<file path="src/rtl/rcv_ctrl_pkg.sv">
package rcv_ctrl_pkg;

  localparam int unsigned REG_CLK  = 0;
  localparam int unsigned REG_PATH = 1;

  typedef struct packed {
    logic       srst_n;
    logic       pwr_n;
    logic [1:0] xtal_sel;
    logic       ext_clk;
    logic       in_sel;
    logic       ubit_en;
  } ctrl_t;

  localparam ctrl_t CTRL_DEFAULT = '{
    srst_n:   1'b1,
    pwr_n:    1'b1,
    xtal_sel: 2'b00,
    ext_clk:  1'b0,
    in_sel:   1'b0,
    ubit_en:  1'b0
  };

endpackage

</file>
<file path="src/rtl/rcv_pdn_sync.sv">
module rcv_pdn_sync #(
  parameter int unsigned STAGES = 2
) (
  input  logic clk,
  input  logic rst,
  input  logic pdn_n,
  output logic hold
);

  logic [STAGES-1:0] chain_q;

  always_ff @(posedge clk) begin
    if (rst || !pdn_n) chain_q <= '0;
    else               chain_q <= {chain_q[STAGES-2:0], 1'b1};
  end

  // Hold covers reset, the raw pin and the window until the release has crossed.
  assign hold = rst || !pdn_n || !chain_q[STAGES-1];

  // access only opens after the pin has been high at the two prior edges
  assert_sync_release_R9: assert property (@(posedge clk) disable iff (rst)
    !hold |-> ($past(pdn_n) && $past(pdn_n, 2)));

endmodule

</file>
<file path="src/rtl/rcv_ctrl_file.sv">
module rcv_ctrl_file
  import rcv_ctrl_pkg::*;
#(
  parameter int unsigned ADDR_W = 4,
  parameter int unsigned DATA_W = 8
) (
  input  logic              clk,
  input  logic              rst,
  input  logic              hold,
  input  logic [ADDR_W-1:0] addr,
  input  logic [DATA_W-1:0] wdata,
  input  logic              wr_en,
  input  logic              rd_en,
  output logic [DATA_W-1:0] rdata,
  output ctrl_t             cfg
);

  localparam logic [ADDR_W-1:0] A_CLK  = ADDR_W'(REG_CLK);
  localparam logic [ADDR_W-1:0] A_PATH = ADDR_W'(REG_PATH);

  ctrl_t cfg_q;
  ctrl_t cfg_d;
  logic [DATA_W-1:0] rd_mux;

  always_comb begin
    cfg_d = cfg_q;
    if (wr_en && addr == A_CLK) begin
      cfg_d.srst_n   = wdata[0];
      cfg_d.pwr_n    = wdata[1];
      cfg_d.xtal_sel = wdata[3:2];
      cfg_d.ext_clk  = wdata[4];
    end
    if (wr_en && addr == A_PATH && cfg_q.srst_n) begin
      cfg_d.in_sel  = wdata[0];
      cfg_d.ubit_en = wdata[1];
    end
    // Unprotected fields sit at default for as long as soft reset is active.
    if (!cfg_d.srst_n) begin
      cfg_d.in_sel  = CTRL_DEFAULT.in_sel;
      cfg_d.ubit_en = CTRL_DEFAULT.ubit_en;
    end
  end

  always_ff @(posedge clk) begin
    if (hold) cfg_q <= CTRL_DEFAULT;
    else      cfg_q <= cfg_d;
  end

  always_comb begin
    rd_mux = '0;
    if (addr == A_CLK)
      rd_mux = DATA_W'({cfg_q.ext_clk, cfg_q.xtal_sel, cfg_q.pwr_n, cfg_q.srst_n});
    else if (addr == A_PATH)
      rd_mux = DATA_W'({cfg_q.ubit_en, cfg_q.in_sel});
  end

  always_ff @(posedge clk) begin
    if (hold || !rd_en) rdata <= '0;
    else                rdata <= rd_mux;
  end

  assign cfg = cfg_q;

  // with soft reset active the unprotected fields stay at default
  assert_soft_hold_R3: assert property (@(posedge clk) disable iff (rst)
    (!hold && !cfg_q.srst_n) |=> (cfg_q.in_sel == 1'b0 && cfg_q.ubit_en == 1'b0));

  // the power bit alone leaves the path fields untouched
  assert_pwr_keep_R5: assert property (@(posedge clk) disable iff (rst)
    (!hold && cfg_q.srst_n && !wr_en) |=> $stable(cfg_q));

endmodule

</file>
<file path="src/rtl/rcv_ctrl_out.sv">
module rcv_ctrl_out
  import rcv_ctrl_pkg::*;
(
  input  logic  clk,
  input  logic  rst,
  input  logic  hold,
  input  ctrl_t cfg,
  input  logic  user_bit_in,
  output logic  pll_clk_en,
  output logic  xtal_clk_en,
  output logic  timing_rst,
  output logic  sdata_force_low,
  output logic  rx_sel,
  output logic  user_bit_out
);

  always_ff @(posedge clk) begin
    xtal_clk_en     <= !hold;
    pll_clk_en      <= !hold && cfg.pwr_n;
    timing_rst      <= hold || !cfg.srst_n;
    sdata_force_low <= hold || !cfg.srst_n;
    rx_sel          <= !hold && cfg.in_sel;
    user_bit_out    <= !hold && cfg.ubit_en && user_bit_in;
  end

  // soft reset keeps the crystal clock but gags data and timing
  assert_soft_out_R4: assert property (@(posedge clk) disable iff (rst)
    (!hold && !cfg.srst_n) |=> (sdata_force_low && timing_rst && xtal_clk_en));

  // power bit low stops only the PLL enable
  assert_pwr_gate_R5: assert property (@(posedge clk) disable iff (rst)
    (!hold && !cfg.pwr_n) |=> (!pll_clk_en && xtal_clk_en));

  // closed gate means a quiet user output
  assert_ubit_gate_R7: assert property (@(posedge clk) disable iff (rst)
    !cfg.ubit_en |=> !user_bit_out);

endmodule

</file>
<file path="src/rtl/rcv_ctrl_regs.sv">
module rcv_ctrl_regs
  import rcv_ctrl_pkg::*;
#(
  parameter int unsigned ADDR_W      = 4,
  parameter int unsigned DATA_W      = 8,
  parameter int unsigned SYNC_STAGES = 2
) (
  input  logic              clk,
  input  logic              rst,
  input  logic              pdn_n,
  input  logic [ADDR_W-1:0] addr,
  input  logic [DATA_W-1:0] wdata,
  input  logic              wr_en,
  input  logic              rd_en,
  output logic [DATA_W-1:0] rdata,
  input  logic              user_bit_in,
  output logic              pll_clk_en,
  output logic              xtal_clk_en,
  output logic              timing_rst,
  output logic              sdata_force_low,
  output logic              rx_sel,
  output logic              user_bit_out
);

  logic  hold;
  ctrl_t cfg;

  rcv_pdn_sync #(.STAGES(SYNC_STAGES)) u_sync (
    .clk   (clk),
    .rst   (rst),
    .pdn_n (pdn_n),
    .hold  (hold)
  );

  rcv_ctrl_file #(.ADDR_W(ADDR_W), .DATA_W(DATA_W)) u_file (
    .clk   (clk),
    .rst   (rst),
    .hold  (hold),
    .addr  (addr),
    .wdata (wdata),
    .wr_en (wr_en),
    .rd_en (rd_en),
    .rdata (rdata),
    .cfg   (cfg)
  );

  rcv_ctrl_out u_out (
    .clk             (clk),
    .rst             (rst),
    .hold            (hold),
    .cfg             (cfg),
    .user_bit_in     (user_bit_in),
    .pll_clk_en      (pll_clk_en),
    .xtal_clk_en     (xtal_clk_en),
    .timing_rst      (timing_rst),
    .sdata_force_low (sdata_force_low),
    .rx_sel          (rx_sel),
    .user_bit_out    (user_bit_out)
  );

  // the pin shuts both clock enables and asserts the timing reset
  assert_pd_clocks_R1: assert property (@(posedge clk) disable iff (rst)
    !pdn_n |=> (!xtal_clk_en && !pll_clk_en && timing_rst && sdata_force_low));

  // reads during power-down return zero
  assert_pd_read_R8: assert property (@(posedge clk) disable iff (rst)
    !pdn_n |=> (rdata == '0));

endmodule

</file>
<file path="config.mk">
export PLATFORM = sky130hd
export DESIGN_NAME = rcv_ctrl_regs
export DESIGN_NICKNAME = d
export VERILOG_FILES = /design/src/rtl/rcv_ctrl_pkg.sv /design/src/rtl/rcv_pdn_sync.sv /design/src/rtl/rcv_ctrl_file.sv /design/src/rtl/rcv_ctrl_out.sv /design/src/rtl/rcv_ctrl_regs.sv
export SDC_FILE = /design/constraint.sdc
export NUM_CORES = 1
export LEC_CHECK = 0
export ABC_CLOCK_PERIOD_IN_PS = 1400
export BUFFER_PORTS_ARGS = -buffer_cell sky130_fd_sc_hd__buf_2
export CAP_MARGIN = 20
export CORE_MARGIN = 2
export CORE_UTILIZATION = 44
export DETAILED_ROUTE_END_ITERATION = 6
export PLACE_DENSITY = 0.8
export REMOVE_ABC_BUFFERS = 1
export SLEW_MARGIN = 20
export SYNTH_ARGS = -nofsm -noshare
export SYNTH_HDL_FRONTEND = slang
export SYNTH_HIERARCHICAL = 1
export SYNTH_SLANG_ARGS = --single-unit
</file>
<file path="constraint.sdc">
create_clock -name clk -period 1.4 [get_ports clk]
set_input_delay 0.14 -clock clk [delete_from_list [all_inputs] [get_ports clk]]
set_output_delay 0.14 -clock clk [all_outputs]
set_load 0.03 [all_outputs]
</file>
==> summary by stage <==
Clocking
After clock tree synthesis, the flow added hold-fix buffers numbering 0. The quantity of gates resized following cts is 0. The clock-pin slew on the worst setup and hold paths is 0.09 ns.

The number of setup buffers added after CTS is 0. The count of clock tree sinks is 19. The cell sitting at the root of the clock tree is a clkbuf_4. Counting the buffers created by CTS gives 3. The clock passes through at most 2 buffers. The CTS tree is built. For the worst-skew pair, the clock arrives at the later sink with an insertion delay of 0.28 ns. CTS built an H-tree with a depth of 1.

Global routing
The pin count of the biggest net entering global routing is 11. The global-route wire length before repair is 2.24 mm. The fraction of met1 tracks used by global routing is 0.181. The met2 routing resource usage after global routing is 0.260.

The via count of the first global-routing pass is 567. In this run the most used layer during global routing was met2. The number of antenna violations at the first check in global routing is 0. The met3 global-route usage is 0.0360. After global routing the overflow that remains totals 0. For this run, the total global-route usage over all layers was measured as 0.155.

Drt
Wires add up to 1.34 mm. The initial DRC count is 22. The post-detailed-route count of antenna-violating nets is 0. The first detailed-routing pass took 4 iterations. The number of design rule violations left after detail routing is 0. The total via count in the routed design is 592. After detailed routing, the average wire length per cell comes to 11.7 microns. After detailed routing, the number of vias per cell comes to 5.15.

Setup path
On the worst path, the slowest cell contributes a delay of 0.36 ns. The capture instance of the worst register-to-register path is u_file/cfg[0]$_SDFFE_PP0P_. The category of the worst setup path launch point is a flip-flop. The worst register-to-register path has a setup slack of 0.16 ns. The endpoint arrival time on the critical path is 1.44 ns. The signal on the critical path passes through and3b_2 -> a21bo_2 -> a2111oi_2. Of all nets on the critical path, the largest fanout is 5. The buffering stage count on the worst path with inverters included is 0. The worst register-to-register path begins at u_file/cfg[6]$_SDFF_PP1_. The required time at the endpoint of the critical path is 1.59 ns. On the critical path, the stage with the largest delay is an instance of dfxtp_1.

The type of the worst setup path is flip-flop to flip-flop. The dominant delay contributor by cell family on the critical path is compound AO/OA/AOI/OAI gates. The number of cells on the worst reg-to-reg path is 3. The worst setup path is captured at a flip-flop.

Timing
For the final routed database, the setup TNS stands at 0 ns. Across the routed clock network, the largest skew measured is 0.00102 ns. Counting I/O delays and the setup requirement, the final critical path takes 1.24 ns. The number of hold-slack violations in the final timing report is 0.

Setup repair after global routing left no endpoint under its margin. The maximum operating frequency is 803 MHz. The number of max-slew violations in the final report is 0. Setup violations remaining at the end of the flow were counted as 0. The ratio of final minimum period to clock period is 0.889.

Layout
The fill cell total of the finished layout is 148. The proportion of layout cells with a drive suffix above 1 is 0.424. The antenna diode instance count is 0. Relative to the synthesized area, the layout overhead comes to 21.7%.

The net count of the finished layout is 118.

Die
The die is 45.0 microns tall. Pin placement for this block handled 32 I/O pins. The core region is 1540 sq um. The initialized floorplan defines 14 standard-cell rows. The die covers 2020 sq um. The initial utilization of the core area, before any placement, comes to 0.480. The die outline width is 45.0 microns.

Power and ir drop
In this run the power density over the cells is 972 nW/um^2. The leakage power summed over all cells is 0.433 nW. The power after layout is 874 uW. The maximum ir drop on the vdd rail is 0.732 mV.

Worst hold path
The capture endpoint of the worst hold path is u_file/cfg[2]$_SDFFE_PP0N_. The min-delay analysis places its worst path in the category primary input to flip-flop. Along the worst hold path, the cell count comes to 3. The origin of the worst min-delay path is wdata[4].

Logic synthesis
The most frequent cell after synthesis is dfxtp_1. Sorting the synthesized cells by how often they occur yields dfxtp_1 (19), a21oi_1 (5), nand3_1 (5). A synthesized cell averages 10.6 sq um. After synthesis, the share of flip-flops with an asynchronous set or reset is 0. Synthesis instantiated 25 different standard cells from the library.

The sequential area share after synthesis is 0.514. The most used flip-flop cell after synthesis is dfxtp_1. The top-area cell type share of the netlist area is 0.514. The synthesized design spends more area on one cell type than any other, namely dfxtp_1. The mapped cell area is 739 sq um.

Yosys printed 6 warnings. By area the synthesized netlist is led by dfxtp_1 (51%), and3b_2 (4.1%), buf_4 (4.1%), and2b_2 (3.6%), a21oi_1 (3.4%). Synthesis produced a netlist whose cell count is 70. The count of flip-flops with a built-in enable after synthesis is 0. The flip-flop and latch count after synthesis is 19.

Place
The HPWL after detailed placement is 1.04 mm. The count of port buffers added during placement is 25. Routability-driven placement finished with a final weighted congestion of 0.737.

Flow run
The number of maximum-capacitance constraint violations is 0.

Run status
The run finished with clean final reports.
[layer usage]
layer / up-vias / routed length [microns] / part of all wire
met5: - / 0 / 0
met4: 0 / 10 / 0.0074
met3: 2 / 137 / 0.10
met2: 44 / 615 / 0.46
met1: 248 / 580 / 0.43
li1: 298 / - / -
[worst max-delay path by stage]
stage | startpoint | to | slack (ns) | cells after the start
3_5_place_dp | addr[3] | u_file/cfg[1]$_SDFFE_PP0P_ | 0.1 | 4
5_1_grt | u_file/cfg[6]$_SDFF_PP1_ | u_file/cfg[0]$_SDFFE_PP0P_ | 0.07 | 3
4_1_cts | u_file/cfg[6]$_SDFF_PP1_ | u_file/cfg[0]$_SDFFE_PP0P_ | 0.15 | 3
2_1_floorplan | u_file/cfg[6]$_SDFF_PP1_ | u_file/cfg[0]$_SDFFE_PP0P_ | 0.24 | 3
3_3_place_gp | addr[3] | u_file/cfg[0]$_SDFFE_PP0P_ | 0.12 | 4
6_report | u_file/cfg[6]$_SDFF_PP1_ | u_file/cfg[0]$_SDFFE_PP0P_ | 0.16 | 3
[placed cells by master, fill, tap and decap left out]
cell type,n
conb_1,3
nand3_1,5
buf_4,3
nor3b_2,1
o21ai_0,4
mux2i_1,2
and3b_2,3
dfxtp_1,19
a21oi_1,5
or2_2,1
and2b_2,3
buf_2,25
clkbuf_4,3
o21bai_1,1
and4b_1,1
nor2_1,4
inv_1,2
a2111oi_2,1
nor4_1,2
or3b_4,1
nand2b_1,1
clkbuf_1,1
a2111oi_0,1
nand3b_1,2
nand4bb_1,1
and2_1,3
a21bo_2,1
[cells by family after synthesis]
kind of cell           Yosys count  share of synthesized area
flip-flops                      19                      0.514
buffers and inverters            7                     0.0660
other                            1                    0.00507
AO/OA/AOI/OAI                   13                      0.117
multiplexers                     2                     0.0271
AND/OR/NAND/NOR                 28                      0.271
[flip-flops by register name (all words and copies together), names as in the netlist]
name,count
u_file/cfg,7
u_file/rdata,5
u_out/pll_clk_en,1
u_out/rx_sel,1
u_out/sdata_force_low,1
u_out/user_bit_out,1
u_out/xtal_clk_en,1
u_sync/chain_q,2
[cell type report]
| type | count | area (sq um) | area share |
|---|---|---|---|
| well taps | 16 | 20.0 | 0.0223 |
| clock buffers | 4 | 26.3 | 0.0292 |
| repair buffers | 28 | 148 | 0.164 |
| multi-input cells | 46 | 318 | 0.353 |
| flip-flops and latches | 19 | 380 | 0.423 |
| inverters | 2 | 7.51 | 0.00834 |
[tightest hold or removal path, stage by stage]
cell     delay [ns]
buf_2          0.10
nand3_1        0.06
a21oi_1        0.06
[metrics by stage]
| step | hold slack (ns) | instances | utilization | area (sq um) | worst slack [ns] |
|---|---|---|---|---|---|
| global route | 0.0903 | 115 | 0.584 | 900 | 0.0684 |
| global placement | 0.386 | 111 | 0.567 | 873 | 0.119 |
| CTS | 0.0880 | 115 | 0.584 | 900 | 0.148 |
| floorplan | 0.282 | 67 | - | 706 | 0.238 |
| detailed placement | 0.403 | 111 | 0.567 | 873 | 0.0973 |
| finish | 0.107 | 115 | 0.584 | 900 | 0.155 |
[report_power, final]
group	total (mW)	internal, mW	switching, mW
logic	0.0742	0.0316	0.0426
registers	0.544	0.543	0.000751
clock network	0.256	0.111	0.146
(Power assumes the default switching activity.)
